<file path="config.mk">
export PLATFORM = sky130hd
export DESIGN_NAME = mtimer
export DESIGN_NICKNAME = d
export VERILOG_FILES = /design/src/rtl/mtimer_pkg.sv /design/src/rtl/mtimer_regs.sv /design/src/rtl/mtimer_clear.sv /design/src/rtl/mtimer_presc.sv /design/src/rtl/mtimer_count.sv /design/src/rtl/mtimer.sv
export SDC_FILE = /design/constraint.sdc
export NUM_CORES = 1
export LEC_CHECK = 0
export ABC_AREA = 1
export BUFFER_PORTS_ARGS = -buffer_cell sky130_fd_sc_hd__buf_2
export CAP_MARGIN = 20
export CORE_MARGIN = 4
export CORE_UTILIZATION = 50
export DETAILED_ROUTE_END_ITERATION = 10
export PLACE_DENSITY_LB_ADDON = 0.3
export SLEW_MARGIN = 20
export SYNTH_ARGS = -nofsm -noshare
export SYNTH_HDL_FRONTEND = slang
export SYNTH_SLANG_ARGS = --single-unit
</file>
<file path="constraint.sdc">
create_clock -name clk -period 1.53 [get_ports clk]
set_input_delay 0.153 -clock clk [delete_from_list [all_inputs] [get_ports clk]]
set_output_delay 0.153 -clock clk [all_outputs]
set_load 0.02 [all_outputs]
</file>
<file path="src/rtl/mtimer_pkg.sv">
package mtimer_pkg;
    localparam logic [7:0] OFS_MATCH  = 8'h00;
    localparam logic [7:0] OFS_COUNT  = 8'h04;
    localparam logic [7:0] OFS_CTRL   = 8'h08;
    localparam logic [7:0] OFS_CLEAR  = 8'h0C;
    localparam logic [7:0] OFS_DIV    = 8'h10;
    localparam logic [7:0] OFS_STATUS = 8'h14;

    typedef enum logic {
        CLR_IDLE,
        CLR_WAIT
    } clr_state_t;
endpackage

</file>
<file path="src/rtl/mtimer_regs.sv">
module mtimer_regs
    import mtimer_pkg::*;
#(
    parameter int CNT_W    = 32,
    parameter int ADDR_W   = 5,
    parameter int DIV_W    = 2,
    parameter int PEND_BIT = 10
) (
    input  logic              clk,
    input  logic              rst_n,
    input  logic              wr_en,
    input  logic [ADDR_W-1:0] addr,
    input  logic [31:0]       wdata,
    input  logic [CNT_W-1:0]  count,
    input  logic              pend,
    output logic [CNT_W-1:0]  match_val,
    output logic              run,
    output logic              auto_clr,
    output logic [DIV_W-1:0]  div_sel,
    output logic              div_wr,
    output logic              clr_wr,
    output logic [31:0]       rdata
);
    localparam logic [ADDR_W-1:0] A_MATCH  = OFS_MATCH[ADDR_W-1:0];
    localparam logic [ADDR_W-1:0] A_COUNT  = OFS_COUNT[ADDR_W-1:0];
    localparam logic [ADDR_W-1:0] A_CTRL   = OFS_CTRL[ADDR_W-1:0];
    localparam logic [ADDR_W-1:0] A_CLEAR  = OFS_CLEAR[ADDR_W-1:0];
    localparam logic [ADDR_W-1:0] A_DIV    = OFS_DIV[ADDR_W-1:0];
    localparam logic [ADDR_W-1:0] A_STATUS = OFS_STATUS[ADDR_W-1:0];

    assign div_wr = wr_en && (addr == A_DIV);
    assign clr_wr = wr_en && (addr == A_CLEAR);

    always_ff @(posedge clk or negedge rst_n) begin
        if (!rst_n) begin
            match_val <= '0;
            run       <= 1'b0;
            auto_clr  <= 1'b0;
            div_sel   <= '0;
        end else if (wr_en) begin
            if (addr == A_MATCH) match_val <= wdata[CNT_W-1:0];
            if (addr == A_CTRL) begin
                run      <= wdata[0];
                auto_clr <= wdata[1];
            end
            if (addr == A_DIV) div_sel <= wdata[DIV_W-1:0];
        end
    end

    always_comb begin
        rdata = '0;
        if (addr == A_MATCH)  rdata = 32'(match_val);
        if (addr == A_COUNT)  rdata = 32'(count);
        if (addr == A_CTRL)   rdata = {30'd0, auto_clr, run};
        if (addr == A_DIV)    rdata = 32'(div_sel);
        if (addr == A_STATUS) rdata[PEND_BIT] = pend;
    end

    // the count offset is read-only; a write there leaves the match value unchanged
    assert_count_ro_R2: assert property (@(posedge clk) disable iff (!rst_n)
        (wr_en && addr == A_COUNT) |=> (match_val == $past(match_val)))
        else $error("count offset write altered a register");
endmodule

</file>
<file path="src/rtl/mtimer_clear.sv">
module mtimer_clear
    import mtimer_pkg::*;
#(
    parameter int CLR_CYC = 3
) (
    input  logic clk,
    input  logic rst_n,
    input  logic clr_wr,
    output logic pend,
    output logic clr_done
);
    localparam int WW = $clog2(CLR_CYC + 1);

    clr_state_t    state, state_nx;
    logic [WW-1:0] wcnt, wcnt_nx;

    always_ff @(posedge clk or negedge rst_n) begin
        if (!rst_n) begin
            state <= CLR_IDLE;
            wcnt  <= '0;
        end else begin
            state <= state_nx;
            wcnt  <= wcnt_nx;
        end
    end

    always_comb begin
        state_nx = state;
        wcnt_nx  = wcnt;
        unique case (state)
            CLR_IDLE: begin
                if (clr_wr) begin
                    state_nx = CLR_WAIT;
                    wcnt_nx  = WW'(CLR_CYC - 1);
                end
            end
            CLR_WAIT: begin
                if (clr_wr) begin
                    wcnt_nx = WW'(CLR_CYC - 1);
                end else if (wcnt == '0) begin
                    state_nx = CLR_IDLE;
                end else begin
                    wcnt_nx = wcnt - 1'b1;
                end
            end
        endcase
    end

    always_comb begin
        pend     = (state == CLR_WAIT);
        clr_done = (state == CLR_WAIT) && !clr_wr && (wcnt == '0);
    end

    assert_clear_sets_pending_R5: assert property (@(posedge clk) disable iff (!rst_n)
        clr_wr |=> pend)
        else $error("clear write did not raise pending");
    assert_done_drops_pending_R5: assert property (@(posedge clk) disable iff (!rst_n)
        clr_done |=> !pend)
        else $error("pending stayed high after completion");
endmodule

</file>
<file path="src/rtl/mtimer_presc.sv">
module mtimer_presc #(
    parameter int DIV_W = 2
) (
    input  logic             clk,
    input  logic             rst_n,
    input  logic             run,
    input  logic             hold,
    input  logic             restart,
    input  logic [DIV_W-1:0] div_sel,
    output logic             tick
);
    logic [DIV_W-1:0] phase;

    assign tick = run && !hold && (phase == div_sel);

    always_ff @(posedge clk or negedge rst_n) begin
        if (!rst_n)               phase <= '0;
        else if (restart || !run) phase <= '0;
        else if (hold)            phase <= phase;
        else if (tick)            phase <= '0;
        else                      phase <= phase + 1'b1;
    end

    assert_tick_spacing_R4: assert property (@(posedge clk) disable iff (!rst_n)
        (tick && div_sel != '0 && !restart) |=> !tick)
        else $error("count steps closer than the divide ratio");
endmodule

</file>
<file path="src/rtl/mtimer_count.sv">
module mtimer_count #(
    parameter int CNT_W = 32
) (
    input  logic             clk,
    input  logic             rst_n,
    input  logic             tick,
    input  logic             run,
    input  logic             hold,
    input  logic             clr_done,
    input  logic             auto_clr,
    input  logic [CNT_W-1:0] match_val,
    output logic [CNT_W-1:0] count,
    output logic             irq
);
    logic hit, hit_q;

    assign hit = run && !hold && (count == match_val);

    always_ff @(posedge clk or negedge rst_n) begin
        if (!rst_n) begin
            count <= '0;
        end else if (clr_done) begin
            count <= '0;
        end else if (tick) begin
            if (auto_clr && (count == match_val)) count <= '0;
            else                                  count <= count + 1'b1;
        end
    end

    always_ff @(posedge clk or negedge rst_n) begin
        if (!rst_n) begin
            hit_q <= 1'b0;
            irq   <= 1'b0;
        end else begin
            hit_q <= hit;
            irq   <= hit && !hit_q;
        end
    end

    assert_irq_single_R6: assert property (@(posedge clk) disable iff (!rst_n)
        irq |=> !irq)
        else $error("interrupt longer than one cycle");
    assert_idle_holds_R3: assert property (@(posedge clk) disable iff (!rst_n)
        (!run && !clr_done) |=> (count == $past(count)))
        else $error("count moved while stopped");
    assert_idle_quiet_R3: assert property (@(posedge clk) disable iff (!rst_n)
        !run |=> !irq)
        else $error("interrupt while stopped");
    assert_auto_reload_R7: assert property (@(posedge clk) disable iff (!rst_n)
        (tick && auto_clr && count == match_val && !clr_done) |=> (count == '0))
        else $error("auto-reload did not zero the count");
    assert_wrap_R8: assert property (@(posedge clk) disable iff (!rst_n)
        (tick && !clr_done && (&count) && !(auto_clr && count == match_val)) |=> (count == '0))
        else $error("count did not wrap to zero");
endmodule

</file>
<file path="src/rtl/mtimer.sv">
module mtimer #(
    parameter int CNT_W   = 32,
    parameter int ADDR_W  = 5,
    parameter int DIV_W   = 2,
    parameter int CLR_CYC = 3
) (
    input  logic              clk,
    input  logic              rst_n,
    input  logic              wr_en,
    input  logic [ADDR_W-1:0] addr,
    input  logic [31:0]       wdata,
    output logic [31:0]       rdata,
    output logic              irq
);
    logic [CNT_W-1:0] count, match_val;
    logic [DIV_W-1:0] div_sel;
    logic run, auto_clr, div_wr, clr_wr, pend, clr_done, tick;

    mtimer_regs #(.CNT_W(CNT_W), .ADDR_W(ADDR_W), .DIV_W(DIV_W), .PEND_BIT(10)) u_regs (
        .clk(clk), .rst_n(rst_n), .wr_en(wr_en), .addr(addr), .wdata(wdata),
        .count(count), .pend(pend), .match_val(match_val), .run(run),
        .auto_clr(auto_clr), .div_sel(div_sel), .div_wr(div_wr),
        .clr_wr(clr_wr), .rdata(rdata)
    );

    mtimer_clear #(.CLR_CYC(CLR_CYC)) u_clear (
        .clk(clk), .rst_n(rst_n), .clr_wr(clr_wr), .pend(pend), .clr_done(clr_done)
    );

    mtimer_presc #(.DIV_W(DIV_W)) u_presc (
        .clk(clk), .rst_n(rst_n), .run(run), .hold(pend),
        .restart(div_wr || clr_done), .div_sel(div_sel), .tick(tick)
    );

    mtimer_count #(.CNT_W(CNT_W)) u_count (
        .clk(clk), .rst_n(rst_n), .tick(tick), .run(run), .hold(pend),
        .clr_done(clr_done), .auto_clr(auto_clr), .match_val(match_val),
        .count(count), .irq(irq)
    );

    assert_clear_lands_zero_R5: assert property (@(posedge clk) disable iff (!rst_n)
        $fell(pend) |-> (count == '0))
        else $error("count nonzero when pending dropped");
endmodule

</file>
Yosys cells after proc, flatten, opt, wreduce, memory -nomap -nowiden:

Index checks and enable logic that the tools add are counted.

* $add $sub $neg: 3
* multipliers: 0
* div/mod/pow operators: 0
* $lt $le $gt $ge: 0
* equal/unequal tests: 10
* shift operators: 0
* mux-type cells: 19
* bitwise gates (word level): 1
* reduce and logical (&&, ||, !) cells: 22

Operators with widths (number)
* $mux W32: 7
* $add A32 B1 Y32 const B: 1
* $eq A32 B32 Y1: 1
* $mux W2: 6
* $eq A5 B4 Y1 const B: 2
* $eq A5 B5 Y1 const B: 2
* $logic_and A1 B1 Y1: 9
* $reduce_and A2 Y1: 4
* $eq A5 B3 Y1 const B: 1
* $logic_not A5 Y1: 1
* $logic_not A1 Y1: 4
* $mux W1: 4
* $ne A2 B1 Y1 const B: 2
* $pmux W2 S2: 1
* $ne A3 B2 Y1 const B: 1
* $add A2 B1 Y2 const B: 1
* $eq A2 B2 Y1: 1
* $logic_not A2 Y1: 1
* $logic_or A1 B1 Y1: 2
* $pmux W1 S2: 1
* $reduce_bool A2 Y1: 1
* $sub A2 B1 Y2 const B: 1
* $not A1 Y1: 1

* register bits after elaboration: 75
* bits in latches: 0
* bits in writable memories: 0
* bits in read-only memories: 0
* bits of input ports: 40
* output and inout bits: 33
* word-level logic and storage cells: 65
* memories kept: 0

Longest topological paths before layout:

* depth in word-level cells: 8
* mapped depth: 12
* gate-level depth less buffers: 11

Modules after synthesis:

Synthesis repeated with hierarchy kept, for this count alone.

* cells, all modules: 769
* area total of the unflattened synthesis: 5117.4 µm²

Modules (own cells, without submodules)
* mtimer_count: times used 1, cells each 438, area an instance 2770.2 µm²
* mtimer_regs: times used 1, cells each 280, area an instance 2008.2 µm²
* mtimer_presc: times used 1, cells each 28, area an instance 171.4 µm²
* mtimer_clear: times used 1, cells each 20, area an instance 156.4 µm²
* mtimer: times used 1, cells each 3, area an instance 11.3 µm²

Worst setup path after synthesis:

OpenSTA, ideal clock, no wires.

* path kind: input-to-output
* start: input addr[1]
* end: output rdata[12]
* arrival time: 1425 ps
* slack: -48 ps
* cell stages on the path: 6
* path buffers: 1
* cells stage by stage: nor2_2 > nand2_1 > nor2_4 > nand2_1 > clkbuf_1 > o21ai_0

* cells in the longest elaborated chain, start to end: 5

Ends and longest elaborated chain
* from (decl): RTL line mtimer.sv:10 `input logic [ADDR_W-1:0] addr,`
* $logic_not A5 Y1: RTL line mtimer_regs.sv:52 `if (addr == A_MATCH) rdata = 32'(match_val);`
* $mux W32: RTL line mtimer_regs.sv:52
* $mux W32: RTL line mtimer_regs.sv:53 `if (addr == A_COUNT) rdata = 32'(count);`
* $mux W32: RTL line mtimer_regs.sv:54 `if (addr == A_CTRL) rdata = {30'd0, auto_clr, run};`
* $mux W32 (*): RTL line mtimer_regs.sv:55 `if (addr == A_DIV) rdata = 32'(div_sel);`
* to (decl): RTL line mtimer.sv:12 `output logic [31:0] rdata,`

Every way passes the cells marked *; elsewhere a longest branch is shown, timed or not.

Final worst setup path:

* start: register u_count.count[9]
* end: register u_count.count[21]

* cells in the longest elaborated chain, start to end: 5

Ends and longest elaborated chain
* from (decl): RTL line mtimer_count.sv:12 `output logic [CNT_W-1:0] count,`
* from (signal assigned): RTL line mtimer_count.sv:26 `else count <= count + 1'b1;`
* branches (longest 2 deep; another with $add A32 B1 Y32)
* $mux W32 (*): RTL line mtimer_count.sv:25 `if (auto_clr && (count == match_val)) count <= '0;`
* $mux W32 (*): RTL line mtimer_count.sv:24 `end else if (tick) begin`
* $mux W32 (*): RTL line mtimer_count.sv:22 `end else if (clr_done) begin`

Mark *: on every way between the ends. The select of a mux whose other input is x is not followed.
A chain may end at the register's enable or synchronous reset.

==> flow_summary.yaml <==
timing:
  period_share: 1.10
  worst-slew-pin-transition_ps: 473
  max_freq_ghz: 0.592
  setup_slack_ps: -158
  hold_violations: 0
  rsz0062_at_grt: "yes"
  min_period_ps: 1690
  setup_violations: 35
  skew_ps: 13.5
  maxSlewViolCount: 0
  slew_headroom: 0.681
global_routing:
  grt.overflow.total: 0
  grt_max_degree: 76
  antenna_found_initial: 0
  grt_pass1_vias: 4736
  grt_pass1_wl_um: 21800
  grt_usage: 0.242
worst_setup_path:
  r2r_cells: 9
  critPathRequiredTime_ps: 1770
  path_buf_inv: 1
  crit_path_end_kind: "flop"
  reg2reg_setup_slack_ps: -160
  cp_slowest_cell: "dfrtp_1"
  cpPeakStageDelay_ps: 420
  crit_top_cell: "nand2_1"
  timing.rr.end: "u_count.count[21]"
  r2r_start: "u_count.count[9]"
  start_kind: "flop"
  worstPathArrival_ps: 1930
  crit_family: "simple AND/OR/NAND/NOR gates"
  critPathKind: "reg2reg"
  crit_path_cell_trace: "xnor2_1 -> nand2_1 -> nor2_1 -> nand2_1 -> nor2_4 -> nand3_4 -> buf_8 -> nand2_8 -> a21oi_2"
  path_max_fanout: 6
synth:
  synth.avg_cell_area_sq_um: 8.03
  ys_ff_latch: 75
  yosysWarnings: 0
  synth_nets: 628
  yosysSeqAreaShare: 0.399
  synth_area_leaders: "dfrtp_1 40%, nand2_1 13%, mux2_2 6.0%"
  mappedNetlistArea_sq_um: 4710
  yosysTopAreaCell: "dfrtp_1"
  synthCells: 586
  synthDistinctLibCells: 34
  synth_top_area_share: 0.399
power:
  power.total_mw: 6.07
  p_int_mw: 4.08
  power_density_nw_per_um2: 912
  pwr-share-comb: 0.315
  peakVddDrop_mv: 0.679
  p_leak_nw: 3.10
  p_seq_frac: 0.424
  power_switching_mw: 1.99
  netSwitchingFraction: 0.328
  power_frac_clock: 0.260
clock_network:
  path_clk_slew_ps: 80
  htree_levels: 3
  cts_tree: "done"
  cts_num_sinks: 75
  clk_latency_ps: 360
  clock-root-buffer: "clkbuf_8"
  clk_path_buf_depth: 2
  cts-buffers-inserted: 9
detailed_routing:
  drc: 0
  wl_um: 13900
  wl_per_cell_um: 15.7
  viasPerCell: 5.35
  antenna_left: 0
  drt_first_pass_iters: 5
  route.vias.total: 4708
  detail_route.iter0.violations: 258
cells_and_area:
  nFillCells: 684
  antenna_cells: 0
  layout_commonest_cell: "nand2_1"
  finalNonFillerCells: 880
  layout_common_cells: "149 x nand2_1, 99 x buf_4, 71 x dfrtp_1"
  layout-drive-gt1-share: 0.442
  final_net_count: 806
  area.growth.synth_to_final_pct: 41.3
outcome:
  violations: "negative setup slack"
  status: "complete, but fails checks"
floorplan:
  die_w_um: 105
  die_h_um: 105
  core-area_sq_um: 9200
  die-area_sq_um: 11000
  core.rowCount: 35
  start_util: 0.512
  io_pins: 73
worst_hold_path:
  hold_start: "wdata[5]"
  worstHoldEndpoint: "u_regs.match_val[5]"
  hold_path_depth: 2
  hold_class: "in2reg"
run:
  max_cap_violations: 0
placement:
  dp.final_hpwl_um: 9040
  gp_congestion: 0.882
  dp.cells: 845
  port_buffers: 72
worst max path at each step:
stage	startpoint	end	slack [ps]	cells past startpoint
global placement	u_count.count[0]	u_count.count[18]	-130	10
floorplan	addr[1]	rdata[12]	-50	6
global route	u_regs.match_val[10]	u_count.count[21]	-260	9
detailed placement	u_count.count[0]	u_count.count[24]	-160	11
CTS	u_count.count[1]	u_count.count[24]	-90	11
finish	u_count.count[9]	u_count.count[21]	-160	9
logic make-up after synthesis:
| kind of cell | share of synthesized area |
|---|---|
| compound gates | 0.102 |
| xor+xnor | 0.0912 |
| fa+ha+maj | 0.00531 |
| buf+inv | 0.0731 |
| flops | 0.399 |
| mux | 0.0598 |
| simple gates | 0.271 |
power groups by stage:
stage	Sequential (mW)	Clock (mW)	Combinational, mW
after floorplan	2.57	0	0.914
after CTS	2.54	1.61	1.78
after global placement	2.56	0	1.63
after detailed placement	2.57	0	1.69
after global routing	2.62	1.70	2.11
final	2.58	1.58	1.91
repair_timing:
action | 4_1_cts | 5_1_grt
setup endpoints to repair | 33 | 61
gates cloned | 3 | 0
pin swaps | 17 | 33
buffers inserted | 8 | 7
hold buffers | 1 | 0
hold endpoints to repair | 75 | 0
gates resized for setup | 50 | 78
flip-flops by register name (all words and copies together), names as in the netlist:
| signal | flops |
|---|---|
| u_clear.pend | 1 |
| u_clear.wcnt | 2 |
| u_presc.phase | 2 |
| u_regs.match_val | 32 |
| u_count.hit_q | 1 |
| u_count.irq | 1 |
| u_regs.div_sel | 2 |
| u_count.count | 32 |
| u_regs.run | 1 |
| u_regs.auto_clr | 1 |
metrics by stage:
stage	setup WS, ps	hold WS, ps	setup TNS, ps	util	instance area (sq um)
final	-158	18.5	-3490	0.723	6650
after global routing	-262	5.06	-7140	0.723	6650
after CTS	-91.1	0.650	-1600	0.690	6340
after detailed placement	-159	213	-3670	0.636	5840
after global placement	-131	220	-2530	0.636	5840
after floorplan	-47.7	-143	-468	-	4710
per-layer routing:
| layer | up-vias | GRT usage | share of wire |
|---|---|---|---|
| li1 | 2260 | - | - |
| met5 | - | 0 | 0 |
| met1 | 2227 | 0.292 | 0.40 |
| met2 | 174 | 0.406 | 0.51 |
| met3 | 47 | 0.0593 | 0.059 |
| met4 | 0 | 0.114 | 0.034 |
synthesized netlist by cell type:
library cell,count
nand3_4,2
nand2_4,3
nand2_1,159
clkbuf_1,2
buf_2,8
o21ai_0,33
nand3_2,4
xor2_1,21
inv_1,48
dfrtp_1,75
a21oi_2,10
buf_4,1
buf_6,7
a21oi_1,18
nand2_2,3
xnor2_1,28
and3_2,1
nor3_4,1
a221oi_1,1
nor3_2,1
mux2_2,25
nor2_2,10
a32o_1,5
inv_2,8
nor3_1,9
ha_1,2
nand4_1,9
nand3b_2,1
nor4_1,2
nand3_1,25
o21ai_1,9
o22ai_1,5
nor2_1,48
nor2_4,2
layout make-up:
class	instances	area [sq um]	share of cell area
Inverter	56	210	0.0316
Timing Repair Buffer	182	1320	0.199
Tap cell	111	139	0.0209
Clock buffer	10	138	0.0207
Clock inverter	6	62.6	0.00940
Multi-Input combinational cell	440	2900	0.436
Sequential cell	75	1880	0.283
(Power assumes the default switching activity.)
